## config.mk

```make
export PLATFORM = sky130hd
export DESIGN_NAME = fail_accum
export DESIGN_NICKNAME = d
export VERILOG_FILES = /design/src/rtl/fail_accum_pkg.sv /design/src/rtl/fail_accum_window.sv /design/src/rtl/fail_accum_eval.sv /design/src/rtl/fail_accum_store.sv /design/src/rtl/fail_accum.sv
export SDC_FILE = /design/constraint.sdc
export NUM_CORES = 1
export LEC_CHECK = 0
export BUFFER_PORTS_ARGS = -buffer_cell sky130_fd_sc_hd__buf_2
export CORE_MARGIN = 3
export CORE_UTILIZATION = 30
export DETAILED_ROUTE_END_ITERATION = 8
export HOLD_SLACK_MARGIN = 0.06
export PLACE_DENSITY = 0.55
export SLEW_MARGIN = 15
export SYNTH_ARGS = -nofsm -noshare
export SYNTH_HDL_FRONTEND = slang
export SYNTH_SLANG_ARGS = --single-unit
```

## constraint.sdc

```tcl
create_clock -name clk -period 1.99 [get_ports clk]
set_input_delay 0.2985 -clock clk [delete_from_list [all_inputs] [get_ports clk]]
set_output_delay 0.2985 -clock clk [all_outputs]
set_load 0.03 [all_outputs]
```

## src/rtl/fail_accum_pkg.sv

```systemverilog
package fail_accum_pkg;

  localparam int EDGE_PAIRS = 2;
  localparam int NUM_EDGES  = 2 * EDGE_PAIRS;
  localparam int CODE_W     = 4;

  // expected level, taken from the two low code bits of strobe/window codes
  typedef enum logic [1:0] {
    LVL_LO    = 2'd0,
    LVL_HI    = 2'd1,
    LVL_MID   = 2'd2,
    LVL_VALID = 2'd3
  } expLvl_e;

  // code classes by the two high code bits
  localparam logic [1:0] CLS_STROBE = 2'b10;
  localparam logic [1:0] CLS_WINDOW = 2'b11;

  typedef struct packed {
    logic [NUM_EDGES-1:0] failNow;
    logic [NUM_EDGES-1:0] accumEn;
  } failStrobe_t;

  function automatic logic levelMatch(input expLvl_e lvl, input logic hi, input logic lo);
    unique case (lvl)
      LVL_LO:    levelMatch = !lo;
      LVL_HI:    levelMatch = hi;
      LVL_MID:   levelMatch = lo && !hi;
      default:   levelMatch = !lo || hi;
    endcase
  endfunction

endpackage

```

## src/rtl/fail_accum_window.sv

```systemverilog
module fail_accum_window
  import fail_accum_pkg::*;
(
  input  logic              clk,
  input  logic              rstN,
  input  logic              openFire,
  input  logic [CODE_W-1:0] openCode,
  input  logic              closeFire,
  input  logic              cmpHi,
  input  logic              cmpLo,
  input  logic              sampleEn,
  output logic              winFail
);

  logic    isOpen;
  logic    missSeen;
  expLvl_e expReg;

  logic    openNow;
  logic    active;
  expLvl_e expNow;
  logic    miss;
  logic    closeNow;
  logic    carried;

  always_comb begin
    openNow  = sampleEn && openFire && (openCode[CODE_W-1:CODE_W-2] == CLS_WINDOW);
    active   = openNow || isOpen;
    expNow   = openNow ? expLvl_e'(openCode[1:0]) : expReg;
    miss     = sampleEn && active && !levelMatch(expNow, cmpHi, cmpLo);
    closeNow = sampleEn && closeFire && active;
    carried  = openNow ? 1'b0 : missSeen;
    winFail  = closeNow && (carried || miss);
  end

  always_ff @(posedge clk or negedge rstN) begin
    if (!rstN) begin
      isOpen   <= 1'b0;
      missSeen <= 1'b0;
      expReg   <= LVL_LO;
    end else if (closeNow) begin
      isOpen   <= 1'b0;
      missSeen <= 1'b0;
    end else if (openNow) begin
      isOpen   <= 1'b1;
      expReg   <= expNow;
      missSeen <= miss;
    end else if (isOpen && sampleEn) begin
      missSeen <= missSeen || miss;
    end
  end

endmodule

```

## src/rtl/fail_accum_eval.sv

```systemverilog
module fail_accum_eval
  import fail_accum_pkg::*;
(
  input  logic                        clk,
  input  logic                        rstN,
  input  logic                        patValid,
  input  logic [NUM_EDGES-1:0]        evtFire,
  input  logic [NUM_EDGES*CODE_W-1:0] evtCode,
  input  logic [NUM_EDGES-1:0]        failMask,
  input  logic                        cmpHi,
  input  logic                        cmpLo,
  output failStrobe_t                 strobe
);

  logic [NUM_EDGES-1:0]  fireQ;
  logic [NUM_EDGES-1:0]  edgeFail;
  logic [EDGE_PAIRS-1:0] pairWinFail;

  assign fireQ = evtFire & {NUM_EDGES{patValid}};

  for (genvar e = 0; e < NUM_EDGES; e++) begin : g_edge
    logic [CODE_W-1:0] code;
    assign code = evtCode[e*CODE_W +: CODE_W];
    assign edgeFail[e] = fireQ[e] && (code[CODE_W-1:CODE_W-2] == CLS_STROBE)
                         && !levelMatch(expLvl_e'(code[1:0]), cmpHi, cmpLo);
  end

  for (genvar p = 0; p < EDGE_PAIRS; p++) begin : g_pair
    fail_accum_window u_win (
      .clk      (clk),
      .rstN     (rstN),
      .openFire (fireQ[2*p]),
      .openCode (evtCode[2*p*CODE_W +: CODE_W]),
      .closeFire(fireQ[2*p+1]),
      .cmpHi    (cmpHi),
      .cmpLo    (cmpLo),
      .sampleEn (patValid),
      .winFail  (pairWinFail[p])
    );
    assign strobe.failNow[2*p]   = edgeFail[2*p];
    assign strobe.failNow[2*p+1] = edgeFail[2*p+1] || pairWinFail[p];
  end

  assign strobe.accumEn = strobe.failNow & ~failMask;

endmodule

```

## src/rtl/fail_accum_store.sv

```systemverilog
module fail_accum_store
  import fail_accum_pkg::*;
#(
  parameter int CNT_W = 16
) (
  input  logic                 clk,
  input  logic                 rstN,
  input  logic                 clearAcc,
  input  failStrobe_t          strobe,
  output logic [NUM_EDGES-1:0] failVec,
  output logic                 failSticky,
  output logic [CNT_W-1:0]     failCount
);

  localparam logic [CNT_W-1:0] CNT_MAX = {CNT_W{1'b1}};

  logic anyAccum;
  assign anyAccum = |strobe.accumEn;

  always_ff @(posedge clk or negedge rstN) begin
    if (!rstN) begin
      failVec    <= '0;
      failSticky <= 1'b0;
      failCount  <= '0;
    end else begin
      failVec <= strobe.failNow;
      if (clearAcc) begin
        failSticky <= 1'b0;
        failCount  <= '0;
      end else if (anyAccum) begin
        failSticky <= 1'b1;
        if (failCount != CNT_MAX) failCount <= failCount + 1'b1;
      end
    end
  end

endmodule

```

## src/rtl/fail_accum.sv

```systemverilog
module fail_accum
  import fail_accum_pkg::*;
#(
  parameter int CNT_W = 16
) (
  input  logic             clk,
  input  logic             rstN,
  input  logic             clearAcc,
  input  logic             patValid,
  input  logic [3:0]       evtFire,
  input  logic [15:0]      evtCode,
  input  logic [3:0]       failMask,
  input  logic             cmpHi,
  input  logic             cmpLo,
  output logic [3:0]       failVec,
  output logic             failSticky,
  output logic [CNT_W-1:0] failCount
);

  failStrobe_t strobe;

  fail_accum_eval u_eval (
    .clk     (clk),
    .rstN    (rstN),
    .patValid(patValid),
    .evtFire (evtFire),
    .evtCode (evtCode),
    .failMask(failMask),
    .cmpHi   (cmpHi),
    .cmpLo   (cmpLo),
    .strobe  (strobe)
  );

  fail_accum_store #(.CNT_W(CNT_W)) u_store (
    .clk       (clk),
    .rstN      (rstN),
    .clearAcc  (clearAcc),
    .strobe    (strobe),
    .failVec   (failVec),
    .failSticky(failSticky),
    .failCount (failCount)
  );

endmodule

```

# Yosys cells after proc, flatten, opt, wreduce, memory -nomap -nowiden
# Index checks and enable logic that the tools add are counted.
# Widths: inputs -> output; s select.
totals:
  output_inout_bits: 21
  reg_bits: 29
  inputBits: 30
classes:
  bitwise_logic: 5
  reduce_logical: 58
  n_addsub: 1
  n_eq_ne: 19
  mux: 25
ops:
  columns: ["operator", "n"]
  rows:
  - ["$mux 16", 3]
  - ["$logic_and 1x1->1", 25]
  - ["$eq 2x2->1 const B", 12]
  - ["$pmux 1 s3", 6]
  - ["$add 16x1->16 const B", 1]
  - ["$ne 16x16->1 const B", 1]
  - ["$mux 1", 14]
  - ["$eq 2x1->1 const B", 6]
  - ["$logic_not 2->1", 6]
  - ["$logic_or 1x1->1", 9]
  - ["$and 4x4->4", 2]
  - ["$logic_not 1->1", 8]
  - ["$reduce_bool 2->1", 4]
  - ["$reduce_and 2->1", 3]
  - ["$reduce_bool 3->1", 2]
  - ["$mux 2", 2]
  - ["$not 4->4", 1]
  - ["$reduce_or 4->1", 1]
  - ["$not 1->1", 2]

# Longest topological paths before layout
# Gate-level depths: netlist (run 1).
logic_depth:
  ltp_word: 15
  mapped_depth: 10
  mapped_depth_nobuf: 7

# By module
# Synthesis (run 1) repeated with hierarchy kept, for this count alone.
unflattened:
  hier_cells: 195
  area_unflattened_um2: 1926.8
modules_own_cells:
  columns: ["mod", "area_per_inst_um2", "instances", "cells_per_inst"]
  rows:
  - ["fail_accum_store", 1112.3, 1, 104]
  - ["fail_accum_window", 280.3, 2, 28]
  - ["fail_accum_eval", 254.0, 1, 35]

# Worst setup path after synthesis (run 1)
# Ideal clock, no wire load.
synth_path:
  path_kind: "input-to-reg"
  from: "input port cmpHi"
  to: "register u_store.failCount[1]"
  t_arrival_ps: 2122
  cell_stages: 9
  slack_ps: -264
  setup_ps: 132
  path_cell_list: "buf_2 -> nor4b_1 -> nor4_1 -> a211o_1 -> o31ai_2 -> buf_6 -> buf_2 -> mux2i_1 -> nor2_1"
synth_between:
  elab_chain_cells: 12
  elab_cells_between_ends: 31
  cone_classes: "6 x mux; 1 x bitwise; 24 x reduce/logical"
synth_lines:
  columns: ["item", "line_no", "source"]
  rows:
  - ["start, declared", "fail_accum.sv:13", "input logic cmpHi,"]
  - ["$logic_not 1->1", "fail_accum_pkg.sv:28", "LVL_MID: levelMatch = lo && !hi;"]
  - ["$logic_and 1x1->1", "fail_accum_pkg.sv:28", null]
  - ["$pmux 1 s3", "fail_accum_pkg.sv:25", "unique case (lvl)"]
  - ["$logic_not 1->1", "fail_accum_window.sv:30", "miss = sampleEn && active && !levelMatch(expNow, cmpHi, cmpLo);"]
  - ["$logic_and 1x1->1", "fail_accum_window.sv:30", null]
  - ["$logic_or 1x1->1", "fail_accum_window.sv:33", "winFail = closeNow && (carried || miss);"]
  - ["$logic_and 1x1->1", "fail_accum_window.sv:33", null]
  - ["$logic_or 1x1->1", "fail_accum_eval.sv:41", "assign strobe.failNow[2*p+1] = edgeFail[2*p+1] || pairWinFail[p];"]
  - ["$and 4x4->4 (*)", "fail_accum_eval.sv:44", "assign strobe.accumEn = strobe.failNow & ~failMask;"]
  - ["$reduce_or 4->1 (*)", "fail_accum_store.sv:18", "assign anyAccum = |strobe.accumEn;"]
  - ["$reduce_bool 2->1 (no source line) (*)", null, null]
  - ["$reduce_and 2->1 (no source line) (*)", null, null]
  - ["end signal, assigned", "fail_accum_store.sv:32", "if (failCount != CNT_MAX) failCount <= failCount + 1'b1;"]
  - ["end, declared", "fail_accum_store.sv:12", "output logic [CNT_W-1:0] failCount"]
# Every way passes the cells marked *; elsewhere a longest branch is shown, timed or not.
# A chain may end at the register's enable or synchronous reset.

# Final worst setup path (run 1)
layout_path:
  from: "register u_eval.g_pair[1].u_win.expReg[1]"
  to: "register u_store.failCount[2]"
layout_between:
  elab_chain_cells: 12
  elab_cells_between_ends: 14
  cone_classes: "2 x eq/ne; 2 x mux; 1 x bitwise; 9 x reduce/logical"
layout_lines:
  columns: ["item", "line_no", "source"]
  rows:
  - ["start, declared", "fail_accum_window.sv:17", "expLvl_e expReg;"]
  - ["start signal, assigned", "fail_accum_window.sv:46", "expReg <= expNow;"]
  - ["$mux 2 (*)", "fail_accum_window.sv:29", "expNow = openNow ? expLvl_e'(openCode[1:0]) : expReg;"]
  - ["$eq 2x2->1 (tied with other cells)", "fail_accum_pkg.sv:25", null]
  - ["$pmux 1 s3 (*)", "fail_accum_pkg.sv:25", null]
  - ["$logic_not 1->1 (*)", "fail_accum_window.sv:30", null]
  - ["$logic_and 1x1->1 (*)", "fail_accum_window.sv:30", null]
  - ["$logic_or 1x1->1 (*)", "fail_accum_window.sv:33", null]
  - ["$logic_and 1x1->1 (*)", "fail_accum_window.sv:33", null]
  - ["$logic_or 1x1->1 (*)", "fail_accum_eval.sv:41", null]
  - ["$and 4x4->4 (*)", "fail_accum_eval.sv:44", null]
  - ["$reduce_or 4->1 (*)", "fail_accum_store.sv:18", null]
  - ["$reduce_bool 2->1 (no source line) (*)", null, null]
  - ["$reduce_and 2->1 (no source line) (*)", null, null]
# Marks and branches as above.

==> flow_summary_export.csv, run 1 <==
group,metric,value,unit
floorplanning,start_util,31.5,%
clock_tree,tritoncts,"done",
floorplanning,die_h,82.8,um
floorplanning,num_rows,27,
critical_path,crit_slowest_cell,"dfrtp_1",
clock_tree,max-clock-path-buffers,2,
global_routing,gr-usage-met3,4.43,%
clock_tree,numCtsBuffers,5,
floorplanning,core_area,5610,sq um
timing,finalHoldViolCount,0,
pwr,p_int,1.13,mW
synthesis,synth.avg_cell_area,9.36,sq um
timing,relSlewSlack,54.2,%
critical_path,critPathRequiredTime,2.20,ns
pwr,p_comb_share,26.6,%
synthesis,synth_edf_count,0,
place,post_dp_cell_area,2540,sq um
finish,stdcell_count,378,
pwr,clkPwrFrac,31.8,%
critical_path,r2r.worst_path.cells,10,
finish,n_antenna_cell,0,
critical_path,r2r_end,"u_store.failCount[2]",
pwr,p_seq_share,41.5,%
clock_tree,clk_pin_slew,0.06,ns
timing,tightest_slew,0.687,ns
timing,fin_crit_sh,115,%
finish,postLayoutCellArea,2770,sq um
status,violations,"setup timing",
finish,nets,336,
drt,drt-initial-drc-count,74,
drt,detail_route.wl_per_cell,13.9,um
pwr,leakagePower,1.33,nW
finish,num-fill-cells,537,
global_routing,globalRouteMet1Util,21.7,%
pwr,p_switching,0.451,mW
drt,wirelength,5270,um
global_routing,grt_pass1_vias,1905,
clock_tree,cts_sinks,29,
global_routing,grt_use_total,16.9,%
critical_path,max_stage_delay,0.39,ns
synthesis,netlist_area,1770,sq um
floorplanning,die_w,82.8,um
critical_path,cp_max_fo,4,
pwr,switching_share,28.5,%
finish,layout_common_cells,"buf_4, buf_2, dfrtp_1",
critical_path,startpoint_type,"flop",
drt,routed_via_density,5.14,
timing,setup_viol,17,
pwr,finalPower,1.58,mW
global_routing,busiest_layer,"met2",
critical_path,cp_cell_sequence,"buf_6, xor2_1, mux2i_1, a221o_1, a311oi_4, buf_6, o31ai_4, buf_6, or3_4, a21oi_2",
synthesis,ys_async_sr_fraction,100,%
global_routing,grtUsageMet2,27.1,%
place,port_buffers,50,
timing,fin_ws,-0.296,ns
clock_tree,cts-root-buf,"clkbuf_8",
synthesis,synth_ff_type,"dfrtp_1",
drt,num_vias,1944,
finish,post-route-util,49.4,%
place,placedCellCount,362,
global_routing,grt-ovfl-total,0,
job,drv_cap,0,
place,place_congestion,0.878,
pwr,max-vdd-ir-drop,328,uV
floorplanning,dieArea,6860,sq um
timing,rsz0062_at_grt,"true",
critical_path,arrival,2.49,ns
timing,max_freq,437,MHz
clock_tree,clk_latency,0.28,ns
global_routing,grt_pass1_wl,8740,um
status,status,"finished with violations",
place,hpwl,3940,um
timing,fin_crit,2.29,ns
critical_path,crit_family,"compound AO/OA/AOI/OAI gates",
critical_path,r2r-start,"u_eval.g_pair[1].u_win.expReg[1]",
critical_path,crit_top_cell,"buf_6",
finish,area_delta_synth_final,56.7,%
clock_tree,cts_max_level,2,
drt,ant_nets,0,
timing,skew,0.00545,ns
synthesis,yosysWarnings,0,
critical_path,endpoint_kind,"flop",
min_path,hold_path.class,"in -> async",
drt,drc,0,
critical_path,crit_type,"reg -> reg",
synthesis,synth_seq_cells,29,
drt,dr.pass1.iters,4,
floorplanning,io_pins,51,
timing,finalMaxSlewViolations,0,
global_routing,grt_start_max_net_pins,30,
finish,final_common_cell,"buf_4",
pwr,power.density,570,nW/um^2
critical_path,rrSetupSlack,-0.30,ns
critical_path,path_buf_inv,3,
synthesis,ys_types,43,
synthesis,syn_nets,220,
finish,drive_above_1_share,47.1,%
synthesis,ys_seq_area_share,41.0,%
global_routing,antenna_found_initial,0,
synthesis,netlist_instances,189,
==> per-layer routing <==
| metal | wire length (um) | part of all wire [%] | up-vias |
|---|---|---|---|
| met5 | 0 | 0 | - |
| met4 | 72 | 1.4 | 0 |
| li1 | - | - | 965 |
| met2 | 2490 | 47 | 71 |
| met3 | 350 | 6.6 | 6 |
| met1 | 2360 | 45 | 902 |
==> registers in the layout, summed over array words and instances, names as in the netlist <==
register	cells
u_eval.g_pair.u_win.expReg	4
u_store.failVec	4
u_store.failSticky	1
u_store.failCount	16
u_eval.g_pair.u_win.missSeen	2
u_eval.g_pair.u_win.isOpen	2
==> cell usage after synthesis, drive strengths merged (6+ instances only) <==
cell   number  area (sq um)
dfrtp      29           726
a21oi      17          85.1
nand2      14          52.6
nor2       13          48.8
o21ai      11          55.1
inv        10          37.5
nand3      10          50.1
or3         8          50.1
mux2        6          71.3
nand4       6          52.6
o31ai       6          50.1
==> metrics by stage <==
stage | hold slack, ns | worst slack, ns | setup TNS (ns)
2_1_floorplan | 0.00291 | -0.228 | -2.41
3_3_place_gp | 0.377 | -0.527 | -7.25
3_5_place_dp | 0.387 | -0.553 | -7.86
4_1_cts | 0.0791 | -0.327 | -4.30
5_1_grt | 0.103 | -0.397 | -5.74
6_report | 0.0585 | -0.296 | -4.02
==> worst max-delay path by stage <==
stage | from | end | slack [ns] | cells past startpoint
global placement | cmpHi | u_store.failCount[1] | -0.53 | 10
CTS | u_eval.g_pair[1].u_win.expReg[1] | u_store.failCount[5] | -0.33 | 9
global route | u_eval.g_pair[1].u_win.expReg[1] | u_store.failCount[5] | -0.40 | 9
detailed placement | patValid | u_store.failCount[5] | -0.55 | 8
finish | u_eval.g_pair[1].u_win.expReg[1] | u_store.failCount[2] | -0.30 | 10
floorplan | patValid | u_store.failCount[5] | -0.23 | 8
==> kinds of logic (layout without fill, tap and decap cells) <==
| kind of cell | after synthesis | count (layout) | synth area share (%) |
|---|---|---|---|
| XOR/XNOR | 7 | 7 | 3.47 |
| flip-flops | 29 | 29 | 41.0 |
| AO/OA/AOI/OAI | 48 | 50 | 18.4 |
| AND/OR/NAND/NOR | 78 | 78 | 26.1 |
| buffers and inverters | 16 | 131 | 4.03 |
| multiplexers | 10 | 10 | 6.29 |
| adder cells (fa/ha/maj) | 1 | 1 | 0.707 |
==> worst reg2reg max path, stage by stage, from the launching register on <==
cell,delay (ns)
dfrtp_1,0.39
buf_6,0.12
xor2_1,0.12
mux2i_1,0.10
a221o_1,0.38
a311oi_4,0.22
buf_6,0.17
o31ai_4,0.10
buf_6,0.16
or3_4,0.32
a21oi_2,0.13
==> final cells by class <==
type                            count  area, sq um  share of cell area (%)
Clock buffer                        8         90.1                    3.25
Tap cell                           72         90.1                    3.25
Multi-Input combinational cell    146         1080                    39.1
Sequential cell                    29          728                    26.3
Timing Repair Buffer              113          742                    26.8
Inverter                           10         37.5                    1.35
==> timing repair <==
action                                  4_1_cts  5_1_grt
hold endpoints to repair                      0        0
pin swaps                                     6        4
gates cloned                                  2        0
endpoints found under the setup margin       17       17
resized for setup                             6       10
buffers inserted                              6        0
hold buffers                                  0        0
==> power by group through the flow <==
stage	sequential (mW)	clock [mW]	combinational, mW
floorplan	0.680	0	0.188
global placement	0.667	0	0.368
detailed placement	0.667	0	0.372
CTS	0.656	0.523	0.417
global route	0.661	0.553	0.463
finish	0.656	0.503	0.421
Power figures use the tool's default switching activity.
==> run 2: changes to the inputs <==
Settings changed: CORE_UTILIZATION 30 to 48, PLACE_DENSITY 0.55 to 0.79, SYNTH_HIERARCHICAL set to 1.
==> flow_summary_export.csv, run 2 <==
group,metric,value,unit
synthesis,synth_ff_type,"dfrtp_1",
global_routing,grt_pass1_wl,9770,um
critical_path,cp_cell_sequence,"xnor2_1, mux2i_1, o2111ai_2, a211oi_2, a41oi_2, a211oi_2, or4_4, nand3_4, nor4b_4, mux2_4",
drt,drc,0,
floorplanning,dieArea,4810,sq um
drt,ant_nets,0,
drt,num_vias,2084,
finish,final_common_cell,"buf_2",
min_path,hold_path.class,"in -> async",
finish,area_delta_synth_final,51.3,%
finish,drive_above_1_share,56.5,%
critical_path,max_stage_delay,0.62,ns
drt,wirelength,6210,um
critical_path,arrival,2.82,ns
clock_tree,numCtsBuffers,5,
floorplanning,num_rows,22,
finish,max_flop_register,"u_store/failCount",
timing,tightest_slew,0.662,ns
global_routing,grt-ovfl-total,0,
clock_tree,cts_hold_buf,0,
critical_path,crit_type,"reg -> reg",
timing,max_freq,378,MHz
floorplanning,io_pins,51,
clock_tree,cts_sinks,29,
synthesis,synth_seq_cells,29,
place,place_ws,-0.848,ns
timing,fin_ws,-0.658,ns
clock_tree,clk_latency,0.29,ns
place,post_dp_cell_area,2590,sq um
clock_tree,tritoncts,"done",
critical_path,crit_slowest_cell,"or4_4",
finish,postLayoutCellArea,2920,sq um
finish,nets,329,
synthesis,yosysWarnings,6,
timing,setup_viol,17,
critical_path,crit_top_cell,"a211oi_2",
global_routing,grt_use_total,25.2,%
drt,dr.pass1.iters,4,
global_routing,antenna_found_initial,0,
global_routing,gr-usage-met3,4.93,%
clock_tree,max-clock-path-buffers,2,
synthesis,synth_common_cells,"dfrtp_1, a21oi_1, nand2_1, nor2_1, mux2_2",
synthesis,ys_seq_area_share,37.7,%
timing,rsz0062_at_grt,"true",
timing,fin_crit,2.65,ns
pwr,power.density,599,nW/um^2
synthesis,synth_area_leaders,"dfrtp_1, mux2_2, a21oi_1",
floorplanning,die_w,69.4,um
floorplanning,core_area,3770,sq um
critical_path,endpoint_kind,"flop",
finish,stdcell_count,347,
timing,finalSetupTns,-10.30,ns
critical_path,cp_max_fo,5,
status,violations,"setup timing",
global_routing,grtUsageMet2,41.2,%
timing,finalMaxSlewViolations,0,
finish,top_regs,"u_store/failCount (16), u_eval/g_pair.u_win/expReg (4), u_store/failVec (4)",
pwr,leakagePower,1.33,nW
floorplanning,die_h,69.4,um
global_routing,grt_start_max_net_pins,30,
timing,finalHoldViolCount,0,
global_routing,globalRouteMet1Util,31.6,%
critical_path,critPathRequiredTime,2.16,ns
synthesis,netlist_instances,195,
job,drv_cap,0,
place,hpwl,3850,um
finish,largest_reg_flops,16,
clock_tree,cts-root-buf,"clkbuf_8",
clock_tree,cts_max_level,2,
global_routing,grt_pass1_vias,2041,
synthesis,synth.most_common_cell,"dfrtp_1",
timing,fin_crit_sh,133,%
synthesis,syn_nets,226,
place,placedCellCount,329,
finish,post-route-util,77.3,%
drt,routed_via_density,6.01,
synthesis,synth_edf_count,0,
global_routing,busiest_layer,"met2",
synthesis,ys_async_sr_fraction,100,%
synthesis,netlist_area,1930,sq um
synthesis,synth_area_leader_cell,"dfrtp_1",
clock_tree,clk_pin_slew,0.07,ns
finish,n_antenna_cell,0,
synthesis,synth.avg_cell_area,9.88,sq um
timing,skew,0.00373,ns
drt,drt-initial-drc-count,167,
pwr,max-vdd-ir-drop,446,uV
timing,relSlewSlack,55.9,%
place,port_buffers,50,
drt,detail_route.wl_per_cell,17.9,um
critical_path,startpoint_type,"flop",
place,place_congestion,0.837,
status,status,"finished with violations",
synthesis,ys_types,49,
synthesis,synth_top_area_share,37.7,%
floorplanning,start_util,51.1,%
finish,layout_common_cells,"buf_2, buf_4, dfrtp_1",
==> run 2: final cells by class <==
type,count,area (sq um)
repair buffers,99,626
fillers,253,856
inverters,7,26.3
well taps,48,60.1
multi-input cells,156,1360
flip-flops and latches,29,726
clock buffers,7,86.3
clock inverters,1,30.0
==> run 2: worst paths after layout <==
| check | startpoint | to | slack (ns) | depth (start not counted) |
|---|---|---|---|---|
| setup / recovery | u_eval/g_pair[1].u_win/expReg[0] | u_store/failCount[15] | -0.66 | 10 |
| hold / removal | rstN | u_store/failCount[9] | 0.04 | 1 |
| setup reg to reg | u_eval/g_pair[1].u_win/expReg[0] | u_store/failCount[15] | -0.66 | 10 |
| hold reg to reg | u_eval/g_pair[1].u_win/missSeen | u_eval/g_pair[1].u_win/missSeen | 0.51 | 2 |
| max in group asynchronous | rstN | u_store/failSticky | 1.52 | 1 |
| min in group clk | cmpHi | u_store/failVec[0] | 0.36 | 2 |
==> run 2: critical path, delay by kind of cell, from the launching register on <==
family	cells	cell delay, ns
muxes	2	0.44
DFF	1	0.41
and+or+nand+nor	3	0.80
xor gates and xnor gates	1	0.21
AOI/OAI and AO/OA	4	0.67
==> run 2: per-layer routing <==
metal	part of all wire (%)	vias to the layer above
li1	-	955
met1	39	1030
met2	52	81
met3	5.5	18
met4	3.1	0
met5	0	-
==> run 2: kinds of logic (layout without fill, tap and decap cells) <==
| group | after synthesis | after routing | synth area share [%] |
|---|---|---|---|
| AND/OR/NAND/NOR | 84 | 84 | 29.4 |
| AO/OA/AOI/OAI | 51 | 51 | 19.0 |
| flip-flops | 29 | 29 | 37.7 |
| multiplexers | 12 | 12 | 6.75 |
| buffers and inverters | 10 | 114 | 2.92 |
| XOR/XNOR | 8 | 8 | 3.64 |
| adder cells (fa/ha/maj) | 1 | 1 | 0.649 |
==> run 2: what timing repair did <==
item                       in CTS  in global routing
hold endpoints to repair        0                  0
gates cloned                    0                  0
setup endpoints to repair      17                 18
pin swaps                       9                 11
setup buffers                  12                  5
resized for setup               5                 26
==> run 2: power breakdown <==
part	switching, mW	leakage (nW)	internal, mW	total [mW]
sequential	0.0389	0.392	0.638	0.677
clock	0.239	0.0585	0.408	0.647
combinational	0.210	0.884	0.212	0.422
total	0.488	1.33	1.26	1.75
==> run 2: per-stage QoR <==
stage	hold WS, ns	total power, mW
global placement	0.372	1.04
floorplan	0.00291	0.878
finish	0.0387	1.75
global route	0.0836	1.83
detailed placement	0.372	1.06
CTS	0.0660	1.72
==> run 3: changes to the inputs <==
Settings changed: CORE_MARGIN 3 to 8.
==> flow_summary_export.csv, run 3 (same netlist as run 2, synthesis figures left out) <==
group,metric,value,unit
floorplanning,die_w,79.4,um
place,place_ws,-0.875,ns
pwr,p_seq_share,41.8,%
timing,finalMaxSlewViolations,0,
place,placedCellCount,325,
global_routing,grt_use_total,17.8,%
finish,drive_above_1_share,54.0,%
finish,nets,321,
pwr,finalPower,1.61,mW
critical_path,critPathRequiredTime,2.17,ns
floorplanning,die_h,79.4,um
finish,top_regs,"u_store/failCount (16), u_eval/g_pair.u_win/expReg (4), u_store/failVec (4)",
finish,max_flop_register,"u_store/failCount",
pwr,p_switching,0.472,mW
floorplanning,start_util,48.9,%
global_routing,grt_start_max_net_pins,30,
clock_tree,numCtsBuffers,5,
drt,num_vias,1944,
drt,drt-initial-drc-count,116,
critical_path,endpoint_kind,"flop",
drt,routed_via_density,5.70,
drt,detail_route.wl_per_cell,16.9,um
place,hpwl,4100,um
clock_tree,cts_max_level,2,
timing,fin_crit_sh,132,%
clock_tree,clk_latency,0.29,ns
critical_path,r2r-start,"u_eval/g_pair[0].u_win/expReg[0]",
job,drv_cap,0,
drt,wirelength,5750,um
status,violations,"setup timing",
clock_tree,cts_sinks,29,
pwr,p_int,1.14,mW
finish,area_delta_synth_final,47.5,%
clock_tree,clk_pin_slew,0.07,ns
finish,postLayoutCellArea,2840,sq um
timing,max_freq,380,MHz
critical_path,rrSetupSlack,-0.64,ns
pwr,clkPwrFrac,34.6,%
timing,finalSetupTns,-9.10,ns
pwr,power.density,568,nW/um^2
timing,hold_ws,0.0478,ns
timing,finalHoldViolCount,0,
floorplanning,dieArea,6300,sq um
drt,ant_nets,0,
critical_path,cp_max_fo,6,
clock_tree,max-clock-path-buffers,2,
clock_tree,cts-root-buf,"clkbuf_8",
critical_path,r2r_end,"u_store/failCount[15]",
critical_path,startpoint_type,"flop",
finish,post-route-util,72.1,%
timing,tightest_slew,0.687,ns
pwr,leakagePower,1.29,nW
critical_path,crit_type,"reg -> reg",
global_routing,antenna_found_initial,0,
timing,relSlewSlack,54.2,%
global_routing,grt_pass1_wl,9000,um
min_path,hold_path.class,"in -> async",
pwr,p_comb_share,23.6,%
place,port_buffers,50,
timing,fin_ws,-0.642,ns
critical_path,crit_slowest_cell,"dfrtp_1",
clock_tree,tritoncts,"done",
place,place_congestion,0.890,
status,status,"finished with violations",
critical_path,arrival,2.81,ns
critical_path,cp_cell_sequence,"xnor2_1, mux2i_1, o2111ai_2, a211oi_2, inv_1, a211oi_4, or4_4, nand3_4, nor4b_4, mux2_4",
finish,layout_common_cells,"buf_2, buf_4, dfrtp_1",
finish,num-fill-cells,292,
timing,fin_crit,2.63,ns
finish,n_antenna_cell,0,
finish,final_common_cell,"buf_2",
pwr,switching_share,29.2,%
floorplanning,io_pins,51,
timing,rsz0062_at_grt,"true",
finish,largest_reg_flops,16,
global_routing,grt_pass1_vias,1976,
pwr,max-vdd-ir-drop,410,uV
place,post_dp_cell_area,2550,sq um
timing,skew,0.00756,ns
timing,setup_viol,17,
finish,stdcell_count,341,
floorplanning,core_area,3940,sq um
critical_path,max_stage_delay,0.42,ns
global_routing,grt-ovfl-total,0,
floorplanning,num_rows,23,
drt,dr.pass1.iters,4,
drt,drc,0,
critical_path,r2r.worst_path.cells,10,
[run 3: changes by cell type in the layout (fill, tap and decap cells not counted), sizes merged]
cell,delta
clkinv,+1
bufinv,-1
buf,-8
[run 3: cell type report]
type                    count  area [sq um]  share of cell area, %
multi-input cells         156          1360                   47.9
inverters                   7          26.3                  0.924
clock inverters             1          5.00                  0.176
flip-flops and latches     29           726                   25.5
clock buffers               7          96.3                   3.39
repair buffers             91           566                   19.9
well taps                  50          62.6                   2.20
[run 3: power by group through the flow]
stage / combinational (mW) / clock, mW / sequential [mW]
after floorplan: 0.192 / 0 / 0.686
after global placement: 0.356 / 0 / 0.682
after detailed placement: 0.368 / 0 / 0.682
after CTS: 0.376 / 0.571 / 0.672
after global routing: 0.420 / 0.599 / 0.681
final: 0.382 / 0.558 / 0.675
[run 3: how the worst max path moves through the flow]
stage | to | start | slack [ns] | depth (start not counted)
finish | u_store/failCount[15] | u_eval/g_pair[0].u_win/expReg[0] | -0.64 | 10
global route | u_store/failCount[15] | u_eval/g_pair[0].u_win/expReg[0] | -0.77 | 10
detailed placement | u_store/failCount[15] | patValid | -0.88 | 12
CTS | u_store/failCount[3] | u_eval/g_pair[0].u_win/expReg[0] | -0.55 | 11
global placement | u_store/failCount[15] | patValid | -0.79 | 12
floorplan | u_store/failCount[15] | evtFire[2] | -0.52 | 11
[run 3: what timing repair did]
action,4_1_cts,5_1_grt
endpoints found under the setup margin,17,17
hold buffers,0,0
buffers inserted,5,4
pin swaps,5,8
resized for setup,6,23
[run 3: critical path: cells and delay by family, from the launching register on]
family | cells | cell delay [ns]
flip-flops | 1 | 0.42
multiplexers | 2 | 0.50
AND/OR/NAND/NOR | 3 | 0.62
XOR/XNOR | 1 | 0.14
buffers and inverters | 1 | 0.14
AO/OA/AOI/OAI | 3 | 0.70
[run 3: metal layers]
metal	wire, um	global-route usage, %	up-vias	share of wire (%)
met2	3070	29.4	49	53
met4	97	7.96	0	1.7
met3	281	4.85	9	4.9
li1	-	-	943	-
met5	0	0	-	0
met1	2310	21.1	943	40
